$ cat config.mk
export PLATFORM = sky130hd
export DESIGN_NAME = trace_region_filter
export DESIGN_NICKNAME = d
export VERILOG_FILES = /design/src/rtl/trf_pkg.sv /design/src/rtl/trf_region_match.sv /design/src/rtl/trf_rights_check.sv /design/src/rtl/trf_decide.sv /design/src/rtl/trace_region_filter.sv
export SDC_FILE = /design/constraint.sdc
export NUM_CORES = 1
export LEC_CHECK = 0
export BUFFER_PORTS_ARGS = -buffer_cell sky130_fd_sc_hd__buf_2
export CAP_MARGIN = 0
export CORE_MARGIN = 8
export CORE_UTILIZATION = 40
export CTS_CLUSTER_DIAMETER = 40
export CTS_CLUSTER_SIZE = 24
export DETAILED_ROUTE_END_ITERATION = 8
export PLACE_DENSITY_LB_ADDON = 0.2
export SLEW_MARGIN = 20
export SYNTH_ARGS = -nofsm -noshare
export SYNTH_HDL_FRONTEND = slang
export SYNTH_HIERARCHICAL = 1
export SYNTH_SLANG_ARGS = --single-unit
$ cat constraint.sdc
create_clock -name clk -period 2.99 [get_ports clk]
set_input_delay 0 -clock clk [delete_from_list [all_inputs] [get_ports clk]]
set_output_delay 0 -clock clk [all_outputs]
set_load 0.005 [all_outputs]
$ cat src/rtl/trf_pkg.sv
// Shared constants and types for the dual-region trace filter.
// Assumes exactly two windows; window 1 (index 0) has tag priority.
package trf_pkg;
    localparam int NUM_RGN    = 2;
    localparam int SHIFT_BASE = 7;   // code c -> 2^(c+7) bytes
    localparam int CODE_MAX   = 8;   // largest enabled code

    typedef enum logic {
        TAG_RGN1 = 1'b0,
        TAG_RGN2 = 1'b1
    } rgn_tag_e;
endpackage

$ cat src/rtl/trf_region_match.sv
// Address window compare for one region.
// Assumes ADDR_W is at least CODE_MAX + SHIFT_BASE bits wide.
module trf_region_match #(
    parameter int ADDR_W = 32,
    parameter int CODE_W = 4
) (
    input  logic [ADDR_W-1:0] addr,
    input  logic [ADDR_W-1:0] base,
    input  logic [CODE_W-1:0] code,
    output logic              en,
    output logic              hit
);
    import trf_pkg::*;

    logic [ADDR_W-1:0] keep_mask;

    // Enable decode and upper-bit compare of the address against the base.
    always_comb begin
        en        = (code != '0) && (int'(code) <= CODE_MAX);
        keep_mask = {ADDR_W{1'b1}} << (int'(code) + SHIFT_BASE);
        hit       = en && (((addr ^ base) & keep_mask) == '0);
    end
endmodule

$ cat src/rtl/trf_rights_check.sv
// Master and direction permission check for one region.
// Assumes acc_other = 1 marks a non-CPU master and acc_read = 1 marks a read.
module trf_rights_check (
    input  logic any_master,
    input  logic read_dir,
    input  logic acc_other,
    input  logic acc_read,
    output logic ok
);
    // Both selectors must agree with the access.
    always_comb begin
        ok = (any_master || !acc_other) && (read_dir == acc_read);
    end
endmodule

$ cat src/rtl/trf_decide.sv
// Combines per-region hits and rights into one trace decision and tag.
// Assumes in invert mode both regions carry the same rights; region 1's are used.
module trf_decide
    import trf_pkg::*;
(
    input  logic               inv,
    input  logic [NUM_RGN-1:0] en,
    input  logic [NUM_RGN-1:0] hit,
    input  logic [NUM_RGN-1:0] ok,
    output logic               want,
    output rgn_tag_e           tag
);
    logic [NUM_RGN-1:0] qual;

    // Normal mode: any qualified region traces; region 1 wins the tag.
    // Invert mode: trace only a miss of every region, all regions enabled.
    always_comb begin
        qual = hit & ok;
        if (!inv) begin
            want = |qual;
            tag  = (qual[1] && !qual[0]) ? TAG_RGN2 : TAG_RGN1;
        end else begin
            want = (&en) && !(|hit) && ok[0];
            tag  = TAG_RGN1;
        end
    end
endmodule

$ cat src/rtl/trace_region_filter.sv
// Top of the dual-region trace filter: one access in, one registered
// push and region tag out, one cycle later.
// Assumes configuration inputs are stable while accesses are presented.
module trace_region_filter
    import trf_pkg::*;
#(
    parameter int ADDR_W = 32,
    parameter int CODE_W = 4
) (
    input  logic              clk,
    input  logic              rst_n,
    input  logic              inv_mode,
    input  logic [ADDR_W-1:0] rgn1_base,
    input  logic [CODE_W-1:0] rgn1_code,
    input  logic              rgn1_any_master,
    input  logic              rgn1_read_dir,
    input  logic [ADDR_W-1:0] rgn2_base,
    input  logic [CODE_W-1:0] rgn2_code,
    input  logic              rgn2_any_master,
    input  logic              rgn2_read_dir,
    input  logic              acc_valid,
    input  logic [ADDR_W-1:0] acc_addr,
    input  logic              acc_other,
    input  logic              acc_read,
    output logic              trace_push,
    output logic              trace_tag
);
    logic [ADDR_W-1:0]  base_a [NUM_RGN];
    logic [CODE_W-1:0]  code_a [NUM_RGN];
    logic [NUM_RGN-1:0] any_a;
    logic [NUM_RGN-1:0] rdir_a;
    logic [NUM_RGN-1:0] en_v;
    logic [NUM_RGN-1:0] hit_v;
    logic [NUM_RGN-1:0] ok_v;
    logic               want;
    rgn_tag_e           tag_d;

    // Gather the flat configuration ports into per-region arrays.
    always_comb begin
        base_a[0] = rgn1_base;
        base_a[1] = rgn2_base;
        code_a[0] = rgn1_code;
        code_a[1] = rgn2_code;
        any_a     = {rgn2_any_master, rgn1_any_master};
        rdir_a    = {rgn2_read_dir, rgn1_read_dir};
    end

    for (genvar g = 0; g < NUM_RGN; g++) begin : g_rgn
        trf_region_match #(
            .ADDR_W(ADDR_W),
            .CODE_W(CODE_W)
        ) match_i (
            .addr(acc_addr),
            .base(base_a[g]),
            .code(code_a[g]),
            .en  (en_v[g]),
            .hit (hit_v[g])
        );

        trf_rights_check rights_i (
            .any_master(any_a[g]),
            .read_dir  (rdir_a[g]),
            .acc_other (acc_other),
            .acc_read  (acc_read),
            .ok        (ok_v[g])
        );
    end

    trf_decide decide_i (
        .inv (inv_mode),
        .en  (en_v),
        .hit (hit_v),
        .ok  (ok_v),
        .want(want),
        .tag (tag_d)
    );

    // Register the push and its tag; tag is forced to 0 with no push.
    always_ff @(posedge clk) begin
        if (!rst_n) begin
            trace_push <= 1'b0;
            trace_tag  <= 1'b0;
        end else begin
            trace_push <= acc_valid && want;
            trace_tag  <= acc_valid && want && (tag_d == TAG_RGN2);
        end
    end
endmodule

After elaboration in Yosys (flattened, before gate mapping)
Cells that the tools add are included.

Flip-flop bits (word level): 2. Bits of input ports: 114. Output and inout port bits: 2. Logic and storage cells: 41.

$add $sub $neg: 2. $lt $le $gt $ge: 2. Equal/unequal tests: 2. Shift operators: 2. Muxes and demuxes: 3. Bitwise logic cells: 5. Reductions and logical operators: 23.

Operator list (count): 32-bit bitwise AND (2); 32-bit zero test (2); 32-bit by 32-bit << shifter with 32-bit output, first input constant (2); 32-bit bitwise XOR (2); 1-bit logical AND (11); 4-bit by 3-bit adder with 5-bit output, second input constant (2); 4-bit <= comparator, second input constant (2); 4-bit nonzero test (2); 2-bit OR reduction (2); 1-bit zero test (3); 1-bit 2-to-1 mux (3); 2-bit bitwise AND (1); 1-bit == test (2); 1-bit logical OR (2); 2-bit AND reduction (1).

Logic depth before layout (Yosys ltp)
Word-level depth: 12. Gate-level depth with buffers: 13. Depth with buffers taken out: 13.

Modules after synthesis
Netlist, hierarchy kept.

By module, submodules not included: trf_region_match at g_rgn[0].match_i (instances 1, cells an instance 102, area an instance 738.2 sq um, sequential area each 0.0 sq um); trf_region_match at g_rgn[1].match_i (instances 1, cells an instance 95, area an instance 679.4 sq um, sequential area each 0.0 sq um); trace_region_filter (instances 1, cells an instance 4, area an instance 56.3 sq um, sequential area each 40.0 sq um); trf_rights_check (instances 2, cells an instance 3, area an instance 21.3 sq um, sequential area each 0.0 sq um); trf_decide (instances 1, cells an instance 6, area an instance 40.0 sq um, sequential area each 0.0 sq um).

Worst setup path after synthesis
OpenSTA, ideal clock, no wires.

Path type: input to register. From: input rgn2_code[1]. To: register trace_push. Data arrival time: 2.175 ns. Required time: 2.874 ns. Path slack: 0.698 ns. Stages on the path: 13. Cell sequence: inv_1 -> ha_1 -> inv_2 -> ha_1 -> buf_2 -> o21ai_0 -> a21oi_1 -> o211ai_1 -> a2111o_1 -> nor4_2 -> nand4bb_1 -> o22ai_1 -> and3_2.

Longest elaborated chain between the ends: 11. Elaborated cells between the ends (all ways): 17. Those cells by class: add/sub: 1; order compare: 1; shift: 1; mux: 1; bitwise: 2; reduce/logical: 11.

RTL lines: start, declared (line trace_region_filter.sv:18) `input logic [CODE_W-1:0] rgn2_code,`; 4-bit by 3-bit adder with 5-bit output (line trf_region_match.sv:20) `keep_mask = {ADDR_W{1'b1}} << (int'(code) + SHIFT_BASE);`; 32-bit by 32-bit << shifter with 32-bit output (line trf_region_match.sv:20); 32-bit bitwise AND (line trf_region_match.sv:21) `hit = en && (((addr ^ base) & keep_mask) == '0);`; 32-bit zero test (line trf_region_match.sv:21); 1-bit logical AND (*) (line trf_region_match.sv:21); via hit_v[1] (line trace_region_filter.sv:33) `logic [NUM_RGN-1:0] hit_v;`; 2-bit OR reduction (line trf_decide.sv:23) `want = (&en) && !(|hit) && ok[0];`; 1-bit zero test (line trf_decide.sv:23); 1-bit logical AND (2 in a row) (line trf_decide.sv:23); 1-bit 2-to-1 mux (*) (line trf_decide.sv:19) `if (!inv) begin`; via want (line trace_region_filter.sv:35) `logic want;`; 1-bit logical AND (*) (line trace_region_filter.sv:84) `trace_push <= acc_valid && want;`; end signal, assigned (line trace_region_filter.sv:84); end, declared (line trace_region_filter.sv:25) `output logic trace_push,`.

The timed path passes the listed nets; every way through them passes the cells marked *. A chain may end at the register's enable or synchronous reset.

Final worst setup path
Ends and elaborated chain as after synthesis.

==> results.md <==
- Clock buffer depth: 2
- Clk slew on worst S/H paths: 0.03 ns
- FMAX: 0.401 GHz
- Final setup viols: 0
- Initial DRT Pass Iterations: 4
- Clock Tree Root: clkbuf_8
- Fillers: 361
- Area leader, netlist: xnor2_1
- Vias in the first global route: 2024
- Post-Syn Nets: 335
- Antenna violations before repair: 0
- Die height: 78.4 microns
- Final nets: 452
- Final Slew Violations: 0
- # hold bufs at CTS: 0
- IO Count: 116
- Register Area: 40.0 sq um
- Synth-to-layout area growth: 42.5%
- Number of enable flip-flop cells after synthesis: 0
- Max-capacitance violation count: 0
- Period utilisation layout: 83.4%
- RSZ-0062 raised after global routing: no
- H-tree levels: 1
- Wire per inst: 16.3 microns
- Most used flip-flop cell after synthesis: dfxtp_1
- Largest net degree at the start of global routing: 11
- Non-Filler Cell Area, Final: 2220 sq um
- Vias: 1968
- Area of the die: 6140 sq um
- Slew @ Worst Pin: 0.474 ns
- Dpl hpwl: 5.41 mm
- Core Area: 3720 sq um
- Outcome: finished clean
- Total GRT Usage: 19.1%
- Final WL: 6.14 mm
- First DRT Iteration DRCs: 151
- Fraction of final layout cells sized beyond drive strength 1: 40.2%
- Final hold vios: 0
- Post-CTS Setup Bufs: 0
- Syn_area_per_cell: 7.31 sq um
- Slew HR: 68.1%
- Critical path startpoint category: input pin
- Post-cts resize count: 0
- Inserted Clock Buffers: 3
- Ys async rst share: 0%
- ANT cells: 0
- Synth area leaders: xnor2_1, xor2_1, ha_1
- Register area share after synthesis: 2.57%
- Critical path endpoint category: flop
- RePlAce Congestion: 0.964
- Yosys reg bits: 2
- Yosys cell types: 48
- Critical Path AT: 2.59 ns
- Synthesized cell area: 1560 sq um
- WP data required: 3.08 ns
- CTS tree: built
- Final Non-Filler Cells: 376
- WHS Endpoint: trace_push
- Leakage: 0.00106 uW
- CP Max Fanout: 10
- Cells after DPL: 373
- Yosys warns: 6
- Fin Setup TNS: 0 ns
- CTS sink count: 2
- Area of the multi-input gates: 1450 sq um
- Max VDD drop: 78.9 uV
- Initial Utilization: 41.9%
- Gate Count Post-Synth: 213
- Tot Pwr: 468 uW
- Hold path depth: 2
- Tmin final: 2.49 ns
- Fin util: 59.7%
- DP Area: 2180 sq um
- Share of the synthesized area in the top cell type: 20.3%
- List of most frequent post-synthesis cells: xnor2_1, xor2_1, a21oi_1
- DRC Markers: 0
- ANT nets after route: 0
- Row Count: 22
- Port bufs: 115
- Hold Path Class: in2reg
- First-pass GRT wire length: 9.78 mm
- Overflow left after global routing: 0
- Pwr Density: 211 nW/um^2
- Cell with the most instances after synthesis: xnor2_1
- Crit path kind: in2reg
- Die Width: 78.4 microns
- Min-delay src: acc_valid
- Vias/cell: 5.23
==> metal layers <==
metal  global-route usage, %  up-vias  share of wire (%)
li1                        -      986                  -
met1                    22.4      886                 42
met2                    33.2       92                 48
met3                    6.26        4                9.5
met4                    3.33        0               0.54
met5                       0        -                  0
==> how the worst max path moves through the flow <==
| stage | from | to | slack [ns] | depth (start not counted) |
|---|---|---|---|---|
| 6_report | rgn2_code[1] | trace_push | 0.50 | 13 |
| 5_1_grt | rgn2_code[1] | trace_tag | 0.18 | 13 |
| 4_1_cts | rgn2_code[1] | trace_push | 0.50 | 13 |
| 3_5_place_dp | rgn2_code[1] | trace_push | 0.32 | 13 |
| 3_3_place_gp | rgn2_code[1] | trace_push | 0.40 | 13 |
| 2_1_floorplan | rgn2_code[1] | trace_push | 0.70 | 13 |
==> layout make-up <==
class                           instances  share of cell area (%)
Clock buffer                            3                    1.86
Inverter                               15                    2.54
Multi-Input combinational cell        193                    65.1
Sequential cell                         2                    1.80
Tap cell                               48                    2.71
Timing Repair Buffer                  115                    25.9
==> cells by family (layout without fill, tap and decap cells) <==
logic type	after synthesis	after routing	share of synthesized area [%]
xor gates and xnor gates	70	70	39.9
AOI/OAI and AO/OA	58	58	23.3
and+or+nand+nor	56	56	22.6
buffers and inverters	18	133	4.58
adders and majority gates	9	9	7.07
DFF	2	2	2.57
==> cells in the final DEF, fill, tap and decap left out, types with 4 or more instances in the layout <==
cell type	n
buf_2	115
xnor2_1	36
xor2_1	33
a21oi_1	19
nand2_1	18
inv_1	13
o21ai_0	11
ha_1	8
nor2_1	7
o22ai_1	5
a31oi_1	5
nand4_1	5
nor3_1	4
==> where the power goes <==
group	switching, uW	internal [uW]	total [uW]
sequential	0.0264	27.1	27.1
clock	19.2	84.9	104
combinational	179	158	337
total	198	270	468
==> sequential cells by signal (all words and copies together), names as in the netlist <==
register	cells
trace_push	1
trace_tag	1
==> per-stage QoR <==
stage / hold WS (ns) / setup slack, ns
6_report: 0.0696 / 0.496
4_1_cts: 0.0712 / 0.501
3_3_place_gp: 0.273 / 0.405
2_1_floorplan: 0.174 / 0.698
5_1_grt: 0.0958 / 0.181
3_5_place_dp: 0.270 / 0.323
==> critical path, cell delays in order <==
cell       delay, ns
buf_2           0.10
inv_1           0.07
ha_1            0.19
inv_2           0.07
ha_1            0.47
o21ai_0         0.15
a21oi_1         0.16
o211ai_1        0.10
a2111o_1        0.43
nor4_2          0.38
nand4bb_1       0.19
o22ai_1         0.09
and3_2          0.18
No activity file was read; power rests on OpenSTA's default activity.
